$ cat src/rtl/sat_eval_pkg.sv
package sat_eval_pkg;
    typedef enum logic [1:0] {
        EFF_NONE = 2'b00,
        EFF_POS  = 2'b01,
        EFF_NEG  = 2'b10,
        EFF_RSVD = 2'b11
    } effect_e;

    typedef enum logic {
        PH_LOAD = 1'b0,
        PH_RUN  = 1'b1
    } phase_e;

    function automatic logic lit_present(input logic [1:0] code);
        return (code == EFF_POS) || (code == EFF_NEG);
    endfunction
endpackage

$ cat src/rtl/effect_store.sv
module effect_store #(
    parameter int NVARS    = 16,
    parameter int NCLAUSES = 8,
    localparam int VW      = $clog2(NVARS),
    localparam int RW      = 2 * NCLAUSES
) (
    input  logic          clk,
    input  logic          rst_n,
    input  logic          wr_en,
    input  logic [VW-1:0] wr_addr,
    input  logic [RW-1:0] wr_row,
    input  logic [VW-1:0] rd_addr,
    output logic [RW-1:0] rd_row,
    output logic [RW-1:0] old_row
);
    logic [RW-1:0] rows_q [NVARS];

    always_ff @(posedge clk or negedge rst_n) begin
        if (!rst_n) begin
            for (int v = 0; v < NVARS; v++) rows_q[v] <= '0;
        end else if (wr_en) begin
            rows_q[wr_addr] <= wr_row;
        end
    end

    assign rd_row  = rows_q[rd_addr];
    assign old_row = rows_q[wr_addr];

    // a written row is visible at the read port on the next cycle
    assert_row_written_R4: assert property (@(posedge clk) disable iff (!rst_n)
        (wr_en && rd_addr == wr_addr) |=> ($stable(rd_addr) -> rd_row == $past(wr_row)));
endmodule

$ cat src/rtl/clause_cell.sv
module clause_cell
    import sat_eval_pkg::*;
#(
    parameter int KMAX = 3,
    parameter int LW   = 5,
    localparam int TW  = 2 * KMAX + 1,
    localparam int SW  = $clog2(KMAX + 2)
) (
    input  logic       clk,
    input  logic       rst_n,
    input  logic       recentre,
    input  logic [1:0] old_code,
    input  logic [1:0] new_code,
    input  logic       step_en,
    input  logic       step_unassign,
    input  logic [1:0] code,
    input  logic       value,
    output logic       conflict_o,
    output logic       unit_o,
    output logic       satisfied_o
);
    localparam logic [TW-1:0] CENTRE = TW'(1) << KMAX;

    logic [TW-1:0] token_q;
    logic [SW-1:0] satcnt_q;
    logic [LW-1:0] len_q;
    logic hit_sat, hit_fals, move_right, move_left, conf_hit, unit_hit, active;

    assign hit_sat  = (code == EFF_POS && value) || (code == EFF_NEG && !value);
    assign hit_fals = (code == EFF_POS && !value) || (code == EFF_NEG && value);
    assign move_right = step_en && ((hit_sat && !step_unassign) || (hit_fals && step_unassign));
    assign move_left  = step_en && ((hit_fals && !step_unassign) || (hit_sat && step_unassign));

    always_ff @(posedge clk or negedge rst_n) begin
        if (!rst_n) begin
            token_q  <= CENTRE;
            satcnt_q <= '0;
            len_q    <= '0;
        end else if (recentre) begin
            token_q  <= CENTRE;
            satcnt_q <= '0;
            len_q    <= len_q - LW'(lit_present(old_code)) + LW'(lit_present(new_code));
        end else begin
            if (move_right && !token_q[0])         token_q <= token_q >> 1;
            else if (move_left && !token_q[TW-1])  token_q <= token_q << 1;
            if (step_en && hit_sat && !step_unassign && satcnt_q != SW'(KMAX))
                satcnt_q <= satcnt_q + 1'b1;
            else if (step_en && hit_sat && step_unassign && satcnt_q != '0)
                satcnt_q <= satcnt_q - 1'b1;
        end
    end

    always_comb begin
        conf_hit = 1'b0;
        unit_hit = 1'b0;
        for (int i = 0; i < TW; i++) begin
            if (i == KMAX + int'(len_q))     conf_hit = token_q[i];
            if (i == KMAX + int'(len_q) - 1) unit_hit = token_q[i];
        end
    end

    assign active      = (len_q != '0);
    assign conflict_o  = active && conf_hit;
    assign unit_o      = active && unit_hit && (satcnt_q == '0);
    assign satisfied_o = !active || (satcnt_q != '0);

    assert_token_onehot_R3: assert property (@(posedge clk) disable iff (!rst_n)
        $onehot(token_q));
    assert_recentre_R4: assert property (@(posedge clk) disable iff (!rst_n)
        recentre |=> (token_q == CENTRE && satcnt_q == '0));
    assert_absent_hold_R2: assert property (@(posedge clk) disable iff (!rst_n)
        (!recentre && step_en && !hit_sat && !hit_fals) |=> $stable(token_q) && $stable(satcnt_q));
    assert_empty_quiet_R8: assert property (@(posedge clk) disable iff (!rst_n)
        (len_q == '0) |-> (!conflict_o && !unit_o));
endmodule

$ cat src/rtl/sat_clause_eval.sv
module sat_clause_eval
    import sat_eval_pkg::*;
#(
    parameter int NVARS    = 16,
    parameter int NCLAUSES = 8,
    parameter int KMAX     = 3,
    localparam int VW      = $clog2(NVARS),
    localparam int RW      = 2 * NCLAUSES,
    localparam int LW      = $clog2(NVARS + 1) + 1
) (
    input  logic          clk,
    input  logic          rst_n,
    input  logic          ld_we,
    input  logic [VW-1:0] ld_var,
    input  logic [RW-1:0] ld_row,
    input  logic          cmd_valid,
    input  logic          cmd_unassign,
    input  logic [VW-1:0] cmd_var,
    input  logic          cmd_value,
    output logic          conflict_o,
    output logic          unit_o,
    output logic          all_sat_o
);
    phase_e phase_q, phase_d;
    logic [RW-1:0] rd_row, old_row;
    logic [NCLAUSES-1:0] cl_conf, cl_unit, cl_sat;
    logic step_en;

    assign step_en = cmd_valid && !ld_we;

    effect_store #(.NVARS(NVARS), .NCLAUSES(NCLAUSES)) u_store (
        .clk(clk), .rst_n(rst_n), .wr_en(ld_we), .wr_addr(ld_var), .wr_row(ld_row),
        .rd_addr(cmd_var), .rd_row(rd_row), .old_row(old_row)
    );

    for (genvar c = 0; c < NCLAUSES; c++) begin : g_clause
        clause_cell #(.KMAX(KMAX), .LW(LW)) u_cell (
            .clk(clk), .rst_n(rst_n), .recentre(ld_we),
            .old_code(old_row[2*c +: 2]), .new_code(ld_row[2*c +: 2]),
            .step_en(step_en), .step_unassign(cmd_unassign),
            .code(rd_row[2*c +: 2]), .value(cmd_value),
            .conflict_o(cl_conf[c]), .unit_o(cl_unit[c]), .satisfied_o(cl_sat[c])
        );
    end

    // state register
    always_ff @(posedge clk or negedge rst_n) begin
        if (!rst_n) phase_q <= PH_LOAD;
        else        phase_q <= phase_d;
    end

    // transitions: START (LOAD -> RUN), RELOAD (RUN -> LOAD)
    always_comb begin
        phase_d = phase_q;
        unique case (phase_q)
            PH_LOAD: if (ld_we) phase_d = PH_LOAD;
                     else if (cmd_valid) phase_d = PH_RUN;
            PH_RUN:  if (ld_we) phase_d = PH_LOAD;
            default: phase_d = PH_LOAD;
        endcase
    end

    // outputs
    always_comb begin
        conflict_o = 1'b0;
        unit_o     = 1'b0;
        all_sat_o  = 1'b0;
        unique case (phase_q)
            PH_LOAD: ;
            PH_RUN: begin
                conflict_o = |cl_conf;
                unit_o     = |cl_unit;
                all_sat_o  = &cl_sat;
            end
            default: ;
        endcase
    end

    assert_reload_quiet_R4: assert property (@(posedge clk) disable iff (!rst_n)
        ld_we |=> (!conflict_o && !unit_o && !all_sat_o));
    assert_conf_not_sat_R5: assert property (@(posedge clk) disable iff (!rst_n)
        conflict_o |-> !all_sat_o);
    assert_start_R9: assert property (@(posedge clk) disable iff (!rst_n)
        (phase_q == PH_LOAD && cmd_valid && !ld_we) |=> phase_q == PH_RUN);
endmodule

$ cat config.mk
export PLATFORM = sky130hd
export DESIGN_NAME = sat_clause_eval
export DESIGN_NICKNAME = d
export VERILOG_FILES = /design/src/rtl/sat_eval_pkg.sv /design/src/rtl/effect_store.sv /design/src/rtl/clause_cell.sv /design/src/rtl/sat_clause_eval.sv
export SDC_FILE = /design/constraint.sdc
export NUM_CORES = 1
export LEC_CHECK = 0
export BUFFER_PORTS_ARGS = -buffer_cell sky130_fd_sc_hd__buf_4
export CORE_ASPECT_RATIO = 1.5
export CORE_MARGIN = 3
export CORE_UTILIZATION = 51
export CTS_BUF_LIST = sky130_fd_sc_hd__clkbuf_8
export DETAILED_ROUTE_END_ITERATION = 12
export PLACE_DENSITY = 0.69
export SLEW_MARGIN = 10
export SYNTH_ARGS = -nofsm -noshare
export SYNTH_HDL_FRONTEND = slang
export SYNTH_SLANG_ARGS = --single-unit
$ cat constraint.sdc
create_clock -name clk -period 8.65 [get_ports clk]
set_input_delay 2.1625 -clock clk [delete_from_list [all_inputs] [get_ports clk]]
set_output_delay 2.1625 -clock clk [all_outputs]
set_load 0.01 [all_outputs]
==> flow_summary.toml, run 1 <==
[floorplan]
design.die.area_um2 = 54500
chipHeight_um = 284
ios = 33
core_area_um2 = 50800
start_util_pct = 51.9
fp.dieW_um = 192
core.rowCount = 101

[synth]
synth-adder-area-share_pct = 8.67
synth_top_family_by_area = "multiplexers"
synth_compound_area_share_pct = 13.2
yosys.area_share.simple_pct = 8.74
yosys_warnings = 0
synth_top_area_share_pct = 35.8
synth_area_leaders = "dfrtp_1, mux2_2, mux4_2"
syn_nets = 2548
synth-xor-area-share_pct = 3.52
synthTopCellsByCount = "dfrtp_1, mux2_2, ha_1"
yosys_register_bits = 385
avgSynthCellArea_um2 = 11.2
synth_edf_count = 0
ys_seq_area_share_pct = 36.6
netlist_instances = 2345
synth_top_area_cell = "dfrtp_1"
synth_area_um2 = 26300
synthArstFlopShare_pct = 100
yosys_most_used_dff = "dfrtp_1"
ys_types = 93
synth_most_common_cell = "dfrtp_1"
synth_mux_area_share_pct = 25.1

[timing]
setup_violations = 0
hold_viol = 0
rsz0062_at_grt = "false"
tightest_slew_ns = 1.27
holdWs_ns = 0.530
final.setup.tns_ns = 0
period_needed_ns = 6.44
fin_crit_sh_pct = 74.4
relSlewSlack_pct = 14.4
max_freq_ghz = 0.155
slew_violations = 0
finClkSkew_ns = 0.0268

[clocking]
clk_latency_ns = 0.66
path_clk_slew_ns = 0.06
cts_hold_buf = 0
cts_buffers = 60
cts_tree = "built"
cts.sinks = 385
ctsHtreeMaxLevel = 2
clockRootBuffer = "clkbuf_8"
clk_path_buf_depth = 3
ctsResizeCount = 0
post-cts-setup-buffers = 0

[finish]
register_area_um2 = 9640
fin_cells = 3068
area_growth_pct = 7.53
drive_gt1_share_pct = 24.7
multi_input_area_um2 = 15600
nets = 2551
fill_cells = 4331

[min_path]
min_from = "u_store.rows_q[214]"
hp-class = "reg2reg"

[setup_path]
critical_path.top_delay_family = "compound AO/OA/AOI/OAI gates"
path_cells = "inv_1, ha_1, a21o_1, xnor2_1, nor2_1, and2_1, nor2b_1, ha_1, nand3b_1, a2111oi_0, a2bb2oi_1, a41oi_1, buf_4"
timing.rr.start = "u_store.rows_q[192]"
required_ns = 6.49
cp-end-kind = "output pin"
cp_common_cell = "ha_1"
crit_type = "reg2out"
cpPeakStageDelay_ns = 0.60
crit_start = "g_clause[2].u_cell.len_q[1]"
crit_fanout = 6
critical_path_buf_inv_count = 2
setup.worst_path.start_class = "flip-flop"
slowest_stage = "a2111oi_0"
cp.arrival_ns = 4.27

[global_route]
grt_pass1_wl_mm = 109
antenna_found_initial = 1
grt_pass1_vias = 19900
gr-total-overflow = 0
grt_max_degree = 170
track_usage_pct = 25.0

[run]
drv_cap = 0

[route]
firstDrtPassIters = 6
drt_iter0_drc = 1419
drc_errors = 0
ant_nets = 0
wirelength_mm = 68.3
wl_per_cell_um = 22.3
drt-vias-per-instance = 6.34
num_vias = 19400

[pwr]
ir_worst_vdd_mv = 0.125
p_leak_nw = 12.1
p_per_area_nw_per_um2 = 282

[place]
place_inst = 2955
hpwl_mm = 47.7
port-buffer-count = 32
place.gp.congestion = 0.876

[run_status]
outcome = "completed"
==> where the power goes <==
group          total (mW)  switching, mW  leakage, nW  internal (mW)
clock                1.56          0.764        0.721          0.798
sequential           2.70          0.464         4.79           2.24
combinational        3.72           1.97         6.60           1.75
total                7.98           3.20         12.1           4.79
==> metal layers <==
metal  up-vias  part of all wire [%]  GRT usage (%)
li1       8754                     -              -
met2       593                    51           44.3
met3       189                   4.4           2.81
met4         0                   4.8           11.0
met5         -                     0              0
met1      9912                    39           30.5
==> cell type report <==
cell class,instances,share of cell area (%)
well taps,669,2.96
clock buffers,76,3.69
diodes,2,0.0177
repair buffers,60,1.71
inverters,129,1.71
multi-input cells,1712,55.2
clock inverters,35,0.632
flip-flops and latches,385,34.0
==> registers in the layout, summed over array words and instances (netlist names) <==
name and cells:
g_clause.u_cell.len_q 48, g_clause.u_cell.satcnt_q 24, g_clause.u_cell.token_q 56, phase_q 1, u_store.rows_q 256
==> per-stage QoR <==
step / util, % / power, mW / area, um^2 / setup slack (ns)
global route: 55.8 / 8.57 / 28300 / 1.93
detailed placement: 53.3 / 6.40 / 27100 / 2.14
global placement: 53.3 / 6.24 / 27100 / 2.24
finish: 55.8 / 7.98 / 28300 / 2.21
floorplan: - / 5.50 / 26300 / 3.04
CTS: 55.7 / 8.00 / 28300 / 2.17
==> cells in the final DEF, fill, tap and decap left out, types with 9 or more instances in the layout <==
master,count
clkbuf_8,76
nor2_2,10
xor2_1,34
mux4_2,114
a21oi_1,144
o211ai_1,15
o21ai_0,73
a221oi_1,36
nor4_1,14
a22oi_1,16
inv_1,149
a211oi_1,15
ha_1,157
a21o_1,19
fa_1,16
nand2_1,135
o21a_1,15
mux2_2,268
nand4_1,12
a22o_1,10
nor2b_1,40
nor3_1,15
buf_4,57
or3_1,19
nand2b_1,11
a2111oi_0,9
mux2i_1,98
nand3b_1,28
dfrtp_1,377
clkinv_2,10
nor2_1,100
and3_1,9
nand3_1,27
o21bai_1,10
xnor2_1,72
a31oi_1,16
o2111ai_1,11
==> logic make-up (layout without fill, tap and decap cells) <==
group                    after synthesis  count (layout)
AO/OA/AOI/OAI                        490             490
multiplexers                         483             483
AND/OR/NAND/NOR                      460             460
flip-flops                           385             385
buffers and inverters                248             300
adder cells (fa/ha/maj)              173             173
XOR/XNOR                             106             106
other                                  0               2
==> worst reg2reg max path, cell delays in order (launching register included) <==
cell	delay, ns
dfrtp_1	0.40
mux4_2	0.48
mux4_2	0.50
xor2_1	0.52
ha_1	0.32
inv_1	0.06
ha_1	0.26
a21o_1	0.18
a21oi_1	0.22
o21bai_1	0.10
a21oi_1	0.18
xnor2_1	0.14
a21oi_1	0.08
==> worst paths after layout <==
kind / cells after the start / slack (ns) / end
max: 13 / 2.21 / unit_o
min: 1 / 0.53 / u_store.rows_q[214]
max reg2reg: 12 / 5.04 / g_clause[0].u_cell.len_q[5]
min reg2reg: 1 / 0.53 / u_store.rows_q[214]
max in group asynchronous: 2 / 5.63 / u_store.rows_q[22]
min in group asynchronous: 1 / 1.56 / g_clause[7].u_cell.len_q[5]
(Power assumes the default switching activity.)
==> inputs of run 2 (changes only) <==
--- a/config.mk
+++ b/config.mk
@@ -11,7 +11,7 @@
 export CORE_UTILIZATION = 51
 export CTS_BUF_LIST = sky130_fd_sc_hd__clkbuf_8
 export DETAILED_ROUTE_END_ITERATION = 12
-export PLACE_DENSITY = 0.69
+export PLACE_DENSITY = 0.71
 export SLEW_MARGIN = 10
 export SYNTH_ARGS = -nofsm -noshare
 export SYNTH_HDL_FRONTEND = slang
==> constraint.sdc (replaced) <==
create_clock -name clk -period 5.2 [get_ports clk]
set_input_delay 1.3 -clock clk [delete_from_list [all_inputs] [get_ports clk]]
set_output_delay 1.3 -clock clk [all_outputs]
set_load 0.01 [all_outputs]
==> run 2 against run 1 <==
Against the previous run:
- power increased by 71%
- sequential cell count did not move
- sequential share of layout area shrank 0.58 points
- largest cell class unchanged
- largest power group unchanged
==> flow_summary.toml, run 2 (synthesis results as in run 1) <==
[clocking]
cts_hold_buf = 0
path_clk_slew_ns = 0.06
clk_latency_ns = 0.65
ctsHtreeMaxLevel = 2
clk_path_buf_depth = 3
cts_tree = "built"
clockRootBuffer = "clkbuf_8"
cts_buffers = 60
cts.sinks = 385

[finish]
utilization_pct = 56.7
final_cell_mix = "dfrtp_1, mux2_2, ha_1, a21oi_1, inv_1"
fill_cells = 4239
nets = 2589
register_area_um2 = 9650
multi_input_area_um2 = 15700
final_common_cell = "dfrtp_1"
reg.largest.list = "u_store.rows_q: 256 flops, g_clause.u_cell.token_q: 56 flops, g_clause.u_cell.len_q: 48 flops"
largest_reg_flops = 256
fin_cells = 3103
area_growth_pct = 9.43
top_register = "u_store.rows_q"
drive_gt1_share_pct = 26.8

[pwr]
clkPwrFrac_pct = 20.0
p_per_area_nw_per_um2 = 472
switchingPower_mw = 5.42
ir_worst_vdd_mv = 0.233
p_seq_share_pct = 33.2
p_int_mw = 8.20
comb_power_share_pct = 46.8
total_power_mw = 13.6
p_leak_nw = 12.3
switching_share_pct = 39.8

[place]
place_inst = 2993
place.gp.congestion = 0.884
place_ws_ns = 0.200
hpwl_mm = 49.7
port-buffer-count = 32

[timing]
relSlewSlack_pct = 17.8
finClkSkew_ns = 0.0302
hold_viol = 0
final.setup.tns_ns = 0
rsz0062_at_grt = "false"
tightest_slew_ns = 1.23
fin_crit_sh_pct = 95.3
setup_violations = 0
slew_violations = 0
setup_ws_ns = 0.247
period_needed_ns = 4.95
max_freq_ghz = 0.202

[setup_path]
cp_common_cell = "ha_1"
critical_path.top_delay_family = "compound AO/OA/AOI/OAI gates"
slowest_stage = "dfrtp_2"
reg2reg_depth = 12
path_cells = "inv_1, ha_1, a21o_1, xnor2_2, nor2_1, and2_1, nor2b_1, ha_1, nand3b_1, a2111oi_2, a2bb2oi_2, a41oi_1, buf_4"
required_ns = 3.90
cpPeakStageDelay_ns = 0.43
crit_type = "reg2out"
cp.arrival_ns = 3.65
setup.worst_path.start_class = "flip-flop"
critical_path_buf_inv_count = 2
cp-end-kind = "output pin"
cp.depth = 13
crit_fanout = 6

[global_route]
grt_max_degree = 109
busiest_layer = "met2"
track_usage_pct = 25.6
gr-total-overflow = 0
grt_pass1_wl_mm = 111
antenna_found_initial = 2
met1_usage_pct = 30.8
grt_pass1_vias = 20200
grt.met3_usage_pct = 3.36
grt_use_met2_pct = 44.7

[route]
num_vias = 19800
drt_iter0_drc = 1833
ant_nets = 0
wl_per_cell_um = 22.6
firstDrtPassIters = 6
wirelength_mm = 70.0
drt-vias-per-instance = 6.39
drc_errors = 0

[run]
drv_cap = 0

[run_status]
outcome = "completed"

[floorplan]
chipHeight_um = 284
core_area_um2 = 50800
start_util_pct = 51.9
ios = 33
fp.dieW_um = 192
core.rowCount = 101
design.die.area_um2 = 54500

[min_path]
hp-class = "reg2reg"
holdPathStages = 1
==> run 2: cell types whose count changed in the layout (fill, tap and decap cells not counted), sizes merged <==
cell      previous run  this run
bufinv               0         2
inv                152       142
buf                 60        98
clkbuf              76        79
clkinvlp             0         2
==> run 2: path summary, 6_finish.rpt <==
path / end / slack, ns / from
worst max-delay path: unit_o / 0.25 / g_clause[2].u_cell.len_q[1]
worst min-delay path: u_store.rows_q[93] / 0.53 / u_store.rows_q[93]
worst max register to register: g_clause[0].u_cell.len_q[5] / 1.79 / u_store.rows_q[0]
worst min register to register: u_store.rows_q[93] / 0.53 / u_store.rows_q[93]
max in group asynchronous: u_store.rows_q[122] / 3.35 / rst_n
min in group asynchronous: g_clause[3].u_cell.token_q[4] / 0.65 / rst_n
==> run 2: cell type report <==
class / count / area share (%)
multi-input cells: 1712 / 54.5
flip-flops and latches: 385 / 33.5
clock buffers: 79 / 3.77
repair buffers: 98 / 2.93
well taps: 669 / 2.90
inverters: 129 / 1.68
clock inverters: 29 / 0.699
diodes: 2 / 0.0174
==> run 2: metal layers <==
layer | up-vias | share of wire (%)
met1 | 10100 | 37
met3 | 223 | 5.6
met4 | 0 | 5.9
met2 | 706 | 51
met5 | - | 0
li1 | 8818 | -
==> run 2: repair_timing <==
action                                  in CTS  in global routing
setup buffers                                0                  0
gates resized for setup                      5                 14
endpoints found under the setup margin       1                  1
endpoints found under the hold margin        0                  0
cloned                                       0                  0
==> run 2: stage by stage <==
stage | cell area [um^2] | hold slack, ns
3_5_place_dp | 27500 | 0.513
6_report | 28800 | 0.529
5_1_grt | 28800 | 0.547
3_3_place_gp | 27500 | 0.505
2_1_floorplan | 26300 | 0.488
4_1_cts | 28800 | 0.527
==> run 2: power by group through the flow <==
stage	logic (mW)	clock network (mW)	registers, mW
detailed placement	6.20	0	4.54
global route	7.09	2.92	4.61
CTS	6.29	2.79	4.49
finish	6.37	2.73	4.52
floorplan	4.87	0	4.27
global placement	5.95	0	4.50
